### config.mk
export PLATFORM = sky130hd
export DESIGN_NAME = i2c_regtarget
export DESIGN_NICKNAME = d
export VERILOG_FILES = /design/src/rtl/i2c_regtarget_pkg.sv /design/src/rtl/i2c_line_sync.sv /design/src/rtl/i2c_link_engine.sv /design/src/rtl/i2c_reg_policy.sv /design/src/rtl/i2c_regtarget.sv
export SDC_FILE = /design/constraint.sdc
export NUM_CORES = 1
export LEC_CHECK = 0
export ABC_AREA = 1
export BUFFER_PORTS_ARGS = -buffer_cell sky130_fd_sc_hd__buf_2
export CAP_MARGIN = 15
export CORE_MARGIN = 2
export CORE_UTILIZATION = 53
export DETAILED_ROUTE_END_ITERATION = 6
export HOLD_SLACK_MARGIN = 0.03
export PLACE_DENSITY = 0.76
export SLEW_MARGIN = 20
export SYNTH_ARGS = -nofsm -noshare
export SYNTH_HDL_FRONTEND = slang
export SYNTH_HIERARCHICAL = 1
export SYNTH_SLANG_ARGS = --single-unit
### constraint.sdc
create_clock -name clk -period 1.65 [get_ports clk]
set_clock_uncertainty 0.1 [all_clocks]
set_input_delay 0.4125 -clock clk [delete_from_list [all_inputs] [get_ports clk]]
set_output_delay 0.4125 -clock clk [all_outputs]
set_load 0.05 [all_outputs]
### src/rtl/i2c_regtarget_pkg.sv
// Shared types for the I2C register target.
// Assumes: nothing beyond IEEE 1800-2017 enums.
package i2c_regtarget_pkg;

    typedef enum logic [2:0] {
        ST_IDLE,   // waiting for START
        ST_RX,     // shifting in a byte
        ST_ACK,    // holding SDA low for the acknowledge slot
        ST_LOAD,   // fetching a byte to transmit
        ST_TX,     // shifting out a byte
        ST_MACK,   // listening to the controller's acknowledge
        ST_SKIP    // not addressed, wait for START or STOP
    } link_state_t;

    typedef enum logic [1:0] {
        PH_ADDR,
        PH_PTR_HI,
        PH_PTR_LO,
        PH_DATA
    } rx_phase_t;

endpackage

### src/rtl/i2c_line_sync.sv
// Brings SCL and SDA into the clk domain and flags bus events.
// Assumes: bus levels are stable for more than STAGES+1 clocks per phase;
// no glitch filtering beyond the synchroniser.
module i2c_line_sync #(
    parameter int STAGES = 2
) (
    input  logic clk,
    input  logic rst_n,
    input  logic scl_i,
    input  logic sda_i,
    output logic sda_s,
    output logic scl_rise,
    output logic scl_fall,
    output logic bus_start,
    output logic bus_stop
);
    logic [STAGES-1:0] scl_pipe;
    logic [STAGES-1:0] sda_pipe;
    logic              scl_q;
    logic              sda_q;
    logic              scl_s;

    // Synchroniser chains plus one delayed copy for edge detection.
    always_ff @(posedge clk) begin
        if (!rst_n) begin
            scl_pipe <= '1;
            sda_pipe <= '1;
            scl_q    <= 1'b1;
            sda_q    <= 1'b1;
        end else begin
            scl_pipe <= {scl_pipe[STAGES-2:0], scl_i};
            sda_pipe <= {sda_pipe[STAGES-2:0], sda_i};
            scl_q    <= scl_pipe[STAGES-1];
            sda_q    <= sda_pipe[STAGES-1];
        end
    end

    // Event decode on the synchronised levels.
    always_comb begin
        scl_s     = scl_pipe[STAGES-1];
        sda_s     = sda_pipe[STAGES-1];
        scl_rise  = scl_s & ~scl_q;
        scl_fall  = ~scl_s & scl_q;
        bus_start = scl_s & scl_q & sda_q & ~sda_s;
        bus_stop  = scl_s & scl_q & ~sda_q & sda_s;
    end

endmodule

### src/rtl/i2c_link_engine.sv
// Bus protocol engine: address match, two-byte pointer, write bursts and
// read bursts with auto-increment. Data is fetched only for bytes that
// will really be sent, so clear-on-read side effects never get lost.
// Assumes: rd_data is valid in the cycle rd_stb is high; AW >= 9.
module i2c_link_engine
    import i2c_regtarget_pkg::*;
#(
    parameter int         AW       = 16,
    parameter logic [6:0] DEV_ADDR = 7'h39
) (
    input  logic          clk,
    input  logic          rst_n,
    input  logic          sda_s,
    input  logic          scl_rise,
    input  logic          scl_fall,
    input  logic          bus_start,
    input  logic          bus_stop,
    input  logic [7:0]    rd_data,
    output logic [AW-1:0] ptr,
    output logic [7:0]    wr_data,
    output logic          wr_stb,
    output logic          rd_stb,
    output logic          sda_low
);
    localparam logic [AW-1:0] PTR_STEP = AW'(1);

    link_state_t state;
    rx_phase_t   phase;
    logic [7:0]  shreg;
    logic [2:0]  bitcnt;
    logic        got8;
    logic        rnw;
    logic        mack_ok;

    // Protocol sequencer; strobes are single-cycle, pointer steps after each.
    always_ff @(posedge clk) begin
        if (!rst_n) begin
            state   <= ST_IDLE;
            phase   <= PH_ADDR;
            shreg   <= '0;
            bitcnt  <= '0;
            got8    <= 1'b0;
            rnw     <= 1'b0;
            mack_ok <= 1'b0;
            ptr     <= '0;
            wr_data <= '0;
            wr_stb  <= 1'b0;
            rd_stb  <= 1'b0;
            sda_low <= 1'b0;
        end else begin
            wr_stb <= 1'b0;
            rd_stb <= 1'b0;
            if (wr_stb || rd_stb) begin
                ptr <= ptr + PTR_STEP;
            end
            if (bus_stop) begin
                state   <= ST_IDLE;
                sda_low <= 1'b0;
            end else if (bus_start) begin
                state   <= ST_RX;
                phase   <= PH_ADDR;
                bitcnt  <= '0;
                got8    <= 1'b0;
                sda_low <= 1'b0;
            end else begin
                case (state)
                    ST_RX: begin
                        if (scl_rise) begin
                            shreg  <= {shreg[6:0], sda_s};
                            bitcnt <= bitcnt + 3'd1;
                            if (bitcnt == 3'd7) got8 <= 1'b1;
                        end else if (scl_fall && got8) begin
                            got8    <= 1'b0;
                            bitcnt  <= '0;
                            state   <= ST_ACK;
                            sda_low <= 1'b1;
                            case (phase)
                                PH_ADDR: begin
                                    if (shreg[7:1] == DEV_ADDR) begin
                                        rnw   <= shreg[0];
                                        phase <= PH_PTR_HI;
                                    end else begin
                                        state   <= ST_SKIP;
                                        sda_low <= 1'b0;
                                    end
                                end
                                PH_PTR_HI: begin
                                    ptr[AW-1:8] <= shreg[AW-9:0];
                                    phase       <= PH_PTR_LO;
                                end
                                PH_PTR_LO: begin
                                    ptr[7:0] <= shreg;
                                    phase    <= PH_DATA;
                                end
                                default: begin
                                    wr_data <= shreg;
                                    wr_stb  <= 1'b1;
                                end
                            endcase
                        end
                    end
                    ST_ACK: begin
                        if (scl_fall) begin
                            sda_low <= 1'b0;
                            if (rnw) begin
                                state  <= ST_LOAD;
                                rd_stb <= 1'b1;
                            end else begin
                                state <= ST_RX;
                            end
                        end
                    end
                    ST_LOAD: begin
                        shreg   <= rd_data;
                        sda_low <= ~rd_data[7];
                        bitcnt  <= '0;
                        state   <= ST_TX;
                    end
                    ST_TX: begin
                        if (scl_fall) begin
                            if (bitcnt == 3'd7) begin
                                state   <= ST_MACK;
                                sda_low <= 1'b0;
                            end else begin
                                shreg   <= {shreg[6:0], 1'b0};
                                sda_low <= ~shreg[6];
                                bitcnt  <= bitcnt + 3'd1;
                            end
                        end
                    end
                    ST_MACK: begin
                        if (scl_rise) begin
                            mack_ok <= ~sda_s;
                        end else if (scl_fall) begin
                            if (mack_ok) begin
                                state  <= ST_LOAD;
                                rd_stb <= 1'b1;
                            end else begin
                                state <= ST_SKIP;
                            end
                        end
                    end
                    default: ;
                endcase
            end
        end
    end

endmodule

### src/rtl/i2c_reg_policy.sv
// Local registers with special access rules (clear-on-read status,
// self-clearing reset, enable, read-only revision) and the write guard
// for the restricted window; everything else passes to the external bank.
// Assumes: strobes are single-cycle and addr is stable while they are high.
module i2c_reg_policy #(
    parameter int              AW        = 16,
    parameter int              EVW       = 8,
    parameter logic [AW-1:0]   SRST_ADDR = 16'h2000,
    parameter logic [AW-1:0]   STAT_ADDR = 16'h2001,
    parameter logic [AW-1:0]   CTRL_ADDR = 16'h20FF,
    parameter logic [AW-1:0]   REV_ADDR  = 16'h21FF,
    parameter logic [7:0]      REV_VALUE = 8'h41,
    parameter logic [AW-1:0]   PROT_LO   = 16'h2080,
    parameter logic [AW-1:0]   PROT_HI   = 16'h208F
) (
    input  logic           clk,
    input  logic           rst_n,
    input  logic [AW-1:0]  addr,
    input  logic [7:0]     wr_data,
    input  logic           wr_stb,
    input  logic           rd_stb,
    input  logic [7:0]     ext_rdata,
    input  logic [EVW-1:0] evt,
    output logic [7:0]     rd_data,
    output logic           ext_wr,
    output logic           ext_rd,
    output logic           dev_en,
    output logic           soft_rst
);
    logic [EVW-1:0] status;
    logic           hit_srst, hit_stat, hit_ctrl, hit_rev, is_local, in_prot;

    // Address decode and external strobe gating.
    always_comb begin
        hit_srst = (addr == SRST_ADDR);
        hit_stat = (addr == STAT_ADDR);
        hit_ctrl = (addr == CTRL_ADDR);
        hit_rev  = (addr == REV_ADDR);
        is_local = hit_srst | hit_stat | hit_ctrl | hit_rev;
        in_prot  = (addr >= PROT_LO) && (addr <= PROT_HI);
        ext_wr   = wr_stb && !is_local && !(in_prot && dev_en);
        ext_rd   = rd_stb && !is_local;
    end

    // Read-data selection.
    always_comb begin
        rd_data = ext_rdata;
        if (hit_stat)      rd_data = 8'(status);
        else if (hit_ctrl) rd_data = {7'd0, dev_en};
        else if (hit_rev)  rd_data = REV_VALUE;
        else if (hit_srst) rd_data = 8'd0;
    end

    // Sticky status bits, cleared by a read of the status address.
    always_ff @(posedge clk) begin
        if (!rst_n) begin
            status <= '0;
        end else if (rd_stb && hit_stat) begin
            status <= evt;
        end else begin
            status <= status | evt;
        end
    end

    // Enable bit and self-clearing reset pulse.
    always_ff @(posedge clk) begin
        if (!rst_n) begin
            dev_en   <= 1'b0;
            soft_rst <= 1'b0;
        end else if (wr_stb && hit_srst && wr_data[0]) begin
            dev_en   <= 1'b0;
            soft_rst <= 1'b1;
        end else begin
            soft_rst <= 1'b0;
            if (wr_stb && hit_ctrl) dev_en <= wr_data[0];
        end
    end

endmodule

### src/rtl/i2c_regtarget.sv
// Top of the I2C register target: synchroniser, protocol engine and
// access-policy layer. SDA is open-drain (sda_oe_o = 1 pulls low).
// Assumes: reg_rdata_i follows reg_addr_o combinationally.
module i2c_regtarget #(
    parameter int            AW        = 16,
    parameter int            SYNC      = 2,
    parameter logic [6:0]    DEV_ADDR  = 7'h39,
    parameter logic [AW-1:0] SRST_ADDR = 16'h2000,
    parameter logic [AW-1:0] STAT_ADDR = 16'h2001,
    parameter logic [AW-1:0] CTRL_ADDR = 16'h20FF,
    parameter logic [AW-1:0] REV_ADDR  = 16'h21FF,
    parameter logic [7:0]    REV_VALUE = 8'h41,
    parameter logic [AW-1:0] PROT_LO   = 16'h2080,
    parameter logic [AW-1:0] PROT_HI   = 16'h208F
) (
    input  logic          clk,
    input  logic          rst_n,
    input  logic          scl_i,
    input  logic          sda_i,
    output logic          sda_oe_o,
    output logic [AW-1:0] reg_addr_o,
    output logic [7:0]    reg_wdata_o,
    output logic          reg_wr_o,
    output logic          reg_rd_o,
    input  logic [7:0]    reg_rdata_i,
    input  logic [7:0]    status_evt_i,
    output logic          dev_en_o,
    output logic          soft_rst_o
);
    logic       sda_s, scl_rise, scl_fall, bus_start, bus_stop;
    logic       wr_stb, rd_stb;
    logic [7:0] rd_data;

    i2c_line_sync #(.STAGES(SYNC)) u_sync (
        .clk(clk), .rst_n(rst_n), .scl_i(scl_i), .sda_i(sda_i),
        .sda_s(sda_s), .scl_rise(scl_rise), .scl_fall(scl_fall),
        .bus_start(bus_start), .bus_stop(bus_stop)
    );

    i2c_link_engine #(.AW(AW), .DEV_ADDR(DEV_ADDR)) u_engine (
        .clk(clk), .rst_n(rst_n), .sda_s(sda_s),
        .scl_rise(scl_rise), .scl_fall(scl_fall),
        .bus_start(bus_start), .bus_stop(bus_stop),
        .rd_data(rd_data), .ptr(reg_addr_o), .wr_data(reg_wdata_o),
        .wr_stb(wr_stb), .rd_stb(rd_stb), .sda_low(sda_oe_o)
    );

    i2c_reg_policy #(
        .AW(AW), .EVW(8), .SRST_ADDR(SRST_ADDR), .STAT_ADDR(STAT_ADDR),
        .CTRL_ADDR(CTRL_ADDR), .REV_ADDR(REV_ADDR), .REV_VALUE(REV_VALUE),
        .PROT_LO(PROT_LO), .PROT_HI(PROT_HI)
    ) u_policy (
        .clk(clk), .rst_n(rst_n), .addr(reg_addr_o), .wr_data(reg_wdata_o),
        .wr_stb(wr_stb), .rd_stb(rd_stb), .ext_rdata(reg_rdata_i),
        .evt(status_evt_i), .rd_data(rd_data), .ext_wr(reg_wr_o),
        .ext_rd(reg_rd_o), .dev_en(dev_en_o), .soft_rst(soft_rst_o)
    );

endmodule

==> metrics.cfg, run 1 <==
[setup_path]
crit_family=simple AND/OR/NAND/NOR gates
critPathMaxStageDelay_ns=0.36
worstPathArrival_ns=1.66
cp_data_required_time_ns=1.14
critical_path_class=register to primary output
end_kind=primary output
path_max_fanout=5
cp_slowest_cell=dfxtp_4
critical_path_buf_inv_count=2
cp_cell_sequence=nor2_4, nand2_4, nor2_8, nand3_2, nand4_1, buf_6, nor2_4, buf_6
start_kind=register

[placed_design]
dp_hpwl_um=7851
port_buffers=48
placed_area_um2=4728
gp_congestion=0.9172
place_inst=781

[drt]
totalWireLength_um=12620
drtAntennaViolNets=0
num_vias=4526
drt_iter0_drc=296
first_pass_iters=4
via_per_inst=5.520
drc=0
drt-wirelength-per-cell_um=15.39

[sta]
slew_headroom_pct=77.04
period_minus_slack_ns=2.172
grt_setup_unrepaired=true
tightest_slew_ns=0.3440
setup_violations=24
period_share_pct=131.6
hold_violations=0
timing.final.ws_setup_ns=-0.5222
fmax_ghz=0.4604
drv_slew=0

[power_and_ir_drop]
static-leakage-power_nw=2.669
power_density_nw_per_um2=847.0
vdd_drop_max_uv=768.5

[logic_synthesis]
synthesis.nets=608
synthTopCellsByArea=dfxtp_1, nand2_1, inv_1
synth.top_cell.area_share_pct=32.48
syn-instance-count=580
synth_cell_type_count=37
yosys.area.top_type=dfxtp_1
synth-seq-cells=62
ys_seq_area_share_pct=32.48
synth_area_um2=3821
ys_warn_count=6
avgSynthCellArea_um2=6.588

[floorplan]
die_h_um=88.91
initial_utilization_pct=55.63
dieArea_um2=7905
die_x_um=88.91
rows=30
num_io_pins=49
core_area_um2=6869

[cts]
htreeDepth=3
ctsHoldBuffers=0
cts_tree=yes
cts.path.max_buffers=2
clkTransAtPathRegs_ns=0.07
cts_root_buf=clkbuf_8
clock_sinks=62
cts_buffers=9
clk_latency_ns=0.34

[layout]
final_area_um2=5569
layout_common_cells=nand2_1, inv_1, buf_4, nor2_1, buf_2
layout_commonest_cell=nand2_1
drive_gt1_share_pct=43.23
stdcell_count=820
nets=747
antenna_cells=0
syn_to_final_growth_pct=45.74
fillerInstances=447

[global_routing]
overflow=0
grt_max_degree=40
grt_pass1_vias=4040
antenna_found_initial=0
grt_pass1_wl_um=18100
grtUsageTotal_pct=29.33

[run]
maxCapViolCount=0

[outcome]
outcome=finished, violations left
violations=setup timing

[min_path]
hold_path_class=input port to register

-- cell families after synthesis --
logic type / share of synthesized area (%)
DFF: 32.48
buffers and inverters: 10.87
and+or+nand+nor: 38.02
xor gates and xnor gates: 1.375
adders and majority gates: 2.620
AOI/OAI and AO/OA: 14.64
-- synth_stat cells --
cell and instances:
xnor2_1 2, dfxtp_1 62, a211oi_2 1, nand3_2 1, nor2_8 3, o21bai_1 1
clkbuf_1 3, clkinv_1 2, a21oi_1 30, inv_2 5, a22oi_1 1, buf_8 1
a21oi_2 11, buf_6 3, o21ai_2 9, o21a_1 1, nand2_1 147, nand2_2 4
nor2_2 8, nand3_1 43, nand4_1 9, nand4_2 3, nand3b_1 4, nor2_1 72
nor2_4 3, buf_2 2, xor2_1 4, inv_1 85, nand2_4 1, a31oi_1 3
nand3_4 3, o21ai_0 23, or2_2 1, nor3_1 6, ha_1 8, or2_0 2
o21ai_1 13
-- path summary, 6_finish.rpt --
path,start,end,slack [ns],depth (start not counted)
worst max-delay path,u_engine/ptr[9],reg_rd_o,-0.52,8
worst min-delay path,scl_i,u_sync/scl_pipe[0],0.14,3
worst max register to register,u_engine/ptr[13],u_engine/sda_low,-0.25,15
worst min register to register,u_sync/scl_pipe[0],u_sync/scl_pipe[1],0.31,2
-- power by group --
group          internal, mW  switching (mW)
combinational         0.625            1.06
clock                 0.558           0.667
sequential             1.62           0.191
-- per-layer routing --
layer / vias to the layer above / global-route usage (%) / wire length [um]
li1: 2145 / - / -
met1: 2138 / 36.90 / 5122
met2: 192 / 50.20 / 6276
met3: 51 / 3.970 / 772
met4: 0 / 12.81 / 446
met5: - / 0 / 0
-- registers in the layout (all words and copies together) (netlist names), 2 cells and up --
name and flops:
u_sync/sda_pipe 2, u_engine/state 3, u_engine/shreg 8, u_engine/wr_data 8
u_sync/scl_pipe 2, u_engine/ptr 16, u_policy/status 8, u_engine/bitcnt 3
u_engine/phase 2
-- timing repair --
item / 4_1_cts / 5_1_grt
resized for setup: 55 / 83
pin swaps: 29 / 40
hold endpoints to repair: 0 / 0
gates cloned: 0 / 4
buffers inserted: 12 / 9
setup endpoints to repair: 28 / 56
-- tightest hold or removal path: stages --
cell	delay [ns]
buf_2	0.07
inv_1	0.03
nand2_1	0.04
-- cell type report --
type,instances,area (um2),share of cell area (%)
multi-input combinational,420,2611,46.89
sequential,62,1321,23.73
timing repair buffer,134,994.7,17.86
inverter,92,350.3,6.291
clock buffer,10,127.6,2.292
tap,96,120.1,2.157
clock inverter,6,43.79,0.7863
-- through the flow --
step / setup TNS, ns / worst slack, ns / power [mW] / utilization [%] / hold WS [ns]
global placement: -1.601 / -0.1734 / 3.226 / 68.83 / 0.2836
CTS: -1.827 / -0.4329 / 4.542 / 75.57 / 0.1366
global route: -5.150 / -0.5505 / 4.971 / 81.07 / 0.1601
finish: -3.063 / -0.5222 / 4.717 / 81.07 / 0.1374
floorplan: -0.4513 / -0.1908 / 2.830 / - / 0.2795
detailed placement: -2.540 / -0.2035 / 3.250 / 68.83 / 0.2893
Power figures use the tool's default switching activity.
==> inputs of run 2 (changes only) <==
CORE_MARGIN = 1   (was 2)
SETUP_SLACK_MARGIN = 0.05   (was default)
==> run 2 against run 1 <==
Effect of this change: the run still ends with setup timing left; global-route usage grew 2.6 points; via count is 12% higher; register-to-register slack lost 0.12 ns; critical path depth decreased by 1; final area increased by 7.9%; clock power is 18% higher; non-clock buffer count increased by 4; total power increased by 11%; routed wire length rose by 30%; combinational power is 14% higher; utilization grew 6.4 points; largest cell class unchanged; largest power group is now combinational cells.
==> metrics.cfg, run 2 (synthesized netlist as in run 1, its figures left out) <==
[global_routing]
overflow=0  ; unchanged
grt_max_degree=41  ; +2.5%
grtUsageTotal_pct=31.90  ; +2.6 points
antenna_found_initial=0  ; unchanged
grt_pass1_wl_um=18710  ; +3.4%
grt_pass1_vias=4138  ; +2.4%

[sta]
finalSetupTns_ns=-6.991  ; -3.928 ns
fmax_ghz=0.4259  ; -7.5%
slew_headroom_pct=66.85  ; -10 points
hold_violations=0  ; unchanged
period_minus_slack_ns=2.348  ; +0.1756 ns
period_share_pct=142.3  ; +11 points
setup_violations=50  ; +110%
drv_slew=0  ; unchanged
tightest_slew_ns=0.4954  ; +0.1514 ns
timing.final.ws_setup_ns=-0.6977  ; -0.1756 ns
grt_setup_unrepaired=true

[power_and_ir_drop]
power_mw=5.217  ; +11%
static-leakage-power_nw=2.828  ; +6.0%
combPwrFrac_pct=36.9  ; +1.3 points
swShare_pct=42.79  ; +2.2 points
power.switching_mw=2.232  ; +17%
clkPwrFrac_pct=27.6  ; +1.6 points
p_int_mw=2.984  ; +6.5%
power_density_nw_per_um2=868.2  ; +2.5%
vdd_drop_max_uv=897.7  ; +17%
pwr-share-seq_pct=35.6  ; -2.8 points

[placed_design]
place_inst=775  ; -0.77%
gp_congestion=0.8597  ; -6.3%
place_ws_ns=-0.2713  ; -0.06774 ns
placed_area_um2=4725  ; about the same
port_buffers=48  ; unchanged
dp_hpwl_um=7835  ; -0.20%

[min_path]
hold_depth=3  ; unchanged
hold_path_class=input port to register

[setup_path]
start_kind=register
ff2ff_path_depth=13  ; -2
path_max_fanout=4  ; -1
cp_data_required_time_ns=1.14  ; about the same
worstPathArrival_ns=1.84  ; +0.18 ns
critical_path_class=register to primary output
end_kind=primary output

[drt]
drc=0  ; unchanged
drt-wirelength-per-cell_um=19.85  ; +29%
num_vias=5068  ; +12%
via_per_inst=6.150  ; +11%
drtAntennaViolNets=0  ; unchanged
drt_iter0_drc=594  ; +100%
totalWireLength_um=16360  ; +30%
first_pass_iters=7  ; +3

[floorplan]
die_x_um=86.91  ; -2.2%
core_area_um2=6869  ; unchanged
num_io_pins=49  ; unchanged
rows=30  ; unchanged
die_h_um=86.91  ; -2.2%
dieArea_um2=7553  ; -4.4%
initial_utilization_pct=55.63  ; unchanged

[layout]
nets=751  ; +0.54%
largest-register=u_engine/ptr
antenna_cells=0  ; unchanged
layout_commonest_cell=nand2_1
syn_to_final_growth_pct=57.24
largest_reg_flops=16  ; unchanged
final_area_um2=6008  ; +7.9%
layout_common_cells=nand2_1, inv_1, buf_4, nor2_1, dfxtp_1
drive_gt1_share_pct=49.86  ; +6.6 points
stdcell_count=824  ; +0.49%

[cts]
cts_buffers=9  ; unchanged
clock_sinks=62  ; unchanged
cts.path.max_buffers=2  ; unchanged
cts_tree=yes
cts_root_buf=clkbuf_8
ctsHoldBuffers=0  ; unchanged
clk_latency_ns=0.37  ; +0.03 ns
htreeDepth=3  ; unchanged
clkTransAtPathRegs_ns=0.08  ; about the same

[run]
maxCapViolCount=0  ; unchanged

[outcome]
violations=setup timing
outcome=finished, violations left

[run 2: through the flow]
step | util (%) | hold slack [ns]
6_report | 87.47 | 0.1175
5_1_grt | 87.47 | 0.1137
4_1_cts | 76.89 | 0.1262
3_5_place_dp | 68.78 | 0.2890
3_3_place_gp | 68.78 | 0.2821
2_1_floorplan | - | 0.2795
[run 2: worst paths after layout]
check / startpoint / endpoint / slack (ns)
max: u_engine/ptr[3] / reg_rd_o / -0.70
max reg2reg: u_engine/ptr[3] / u_engine/sda_low / -0.37
min reg2reg: u_sync/scl_pipe[0] / u_sync/scl_pipe[1] / 0.31
min: sda_i / u_sync/sda_pipe[0] / 0.12
[run 2: critical path, stage by stage (launching register included)]
cell and delay [ns]:
dfxtp_4 0.37, nor2_2 0.20, nand3_2 0.19, inv_1 0.16, nand3_4 0.09, nand4_1 0.24
nor2_4 0.07, buf_6 0.15
[run 2: final cells by class]
type,instances,area (um2)
multi-input combinational,420,2897
fill,341,860.8
timing repair buffer,138,1102
clock buffer,12,177.7
tap,96,120.1
inverter,92,355.3
sequential,62,1324
clock inverter,4,32.53
[run 2: routing by layer]
layer | wire [um] | global-route usage [%] | vias to the layer above | part of all wire [%]
li1 | - | - | 2160 | -
met2 | 7642 | 55.91 | 431 | 47
met4 | 1286 | 16.21 | 0 | 7.9
met5 | 0 | 0 | - | 0
met3 | 1661 | 4.645 | 146 | 10
met1 | 5769 | 37.91 | 2331 | 35
[run 2: power by group through the flow]
stage	Combinational (mW)	Clock, mW	Sequential [mW]
after detailed placement	1.41	0	1.82
after CTS	1.55	1.40	1.79
after global routing	2.03	1.50	1.86
after global placement	1.37	0	1.81
after floorplan	1.04	0	1.81
final	1.92	1.44	1.86
[run 2: timing repair]
| item | CTS | global route |
|---|---|---|
| endpoints found under the setup margin | 39 | 59 |
| gates resized for setup | 69 | 168 |
| setup buffers | 9 | 25 |
| cloned | 3 | 0 |
| pin swaps | 33 | 89 |
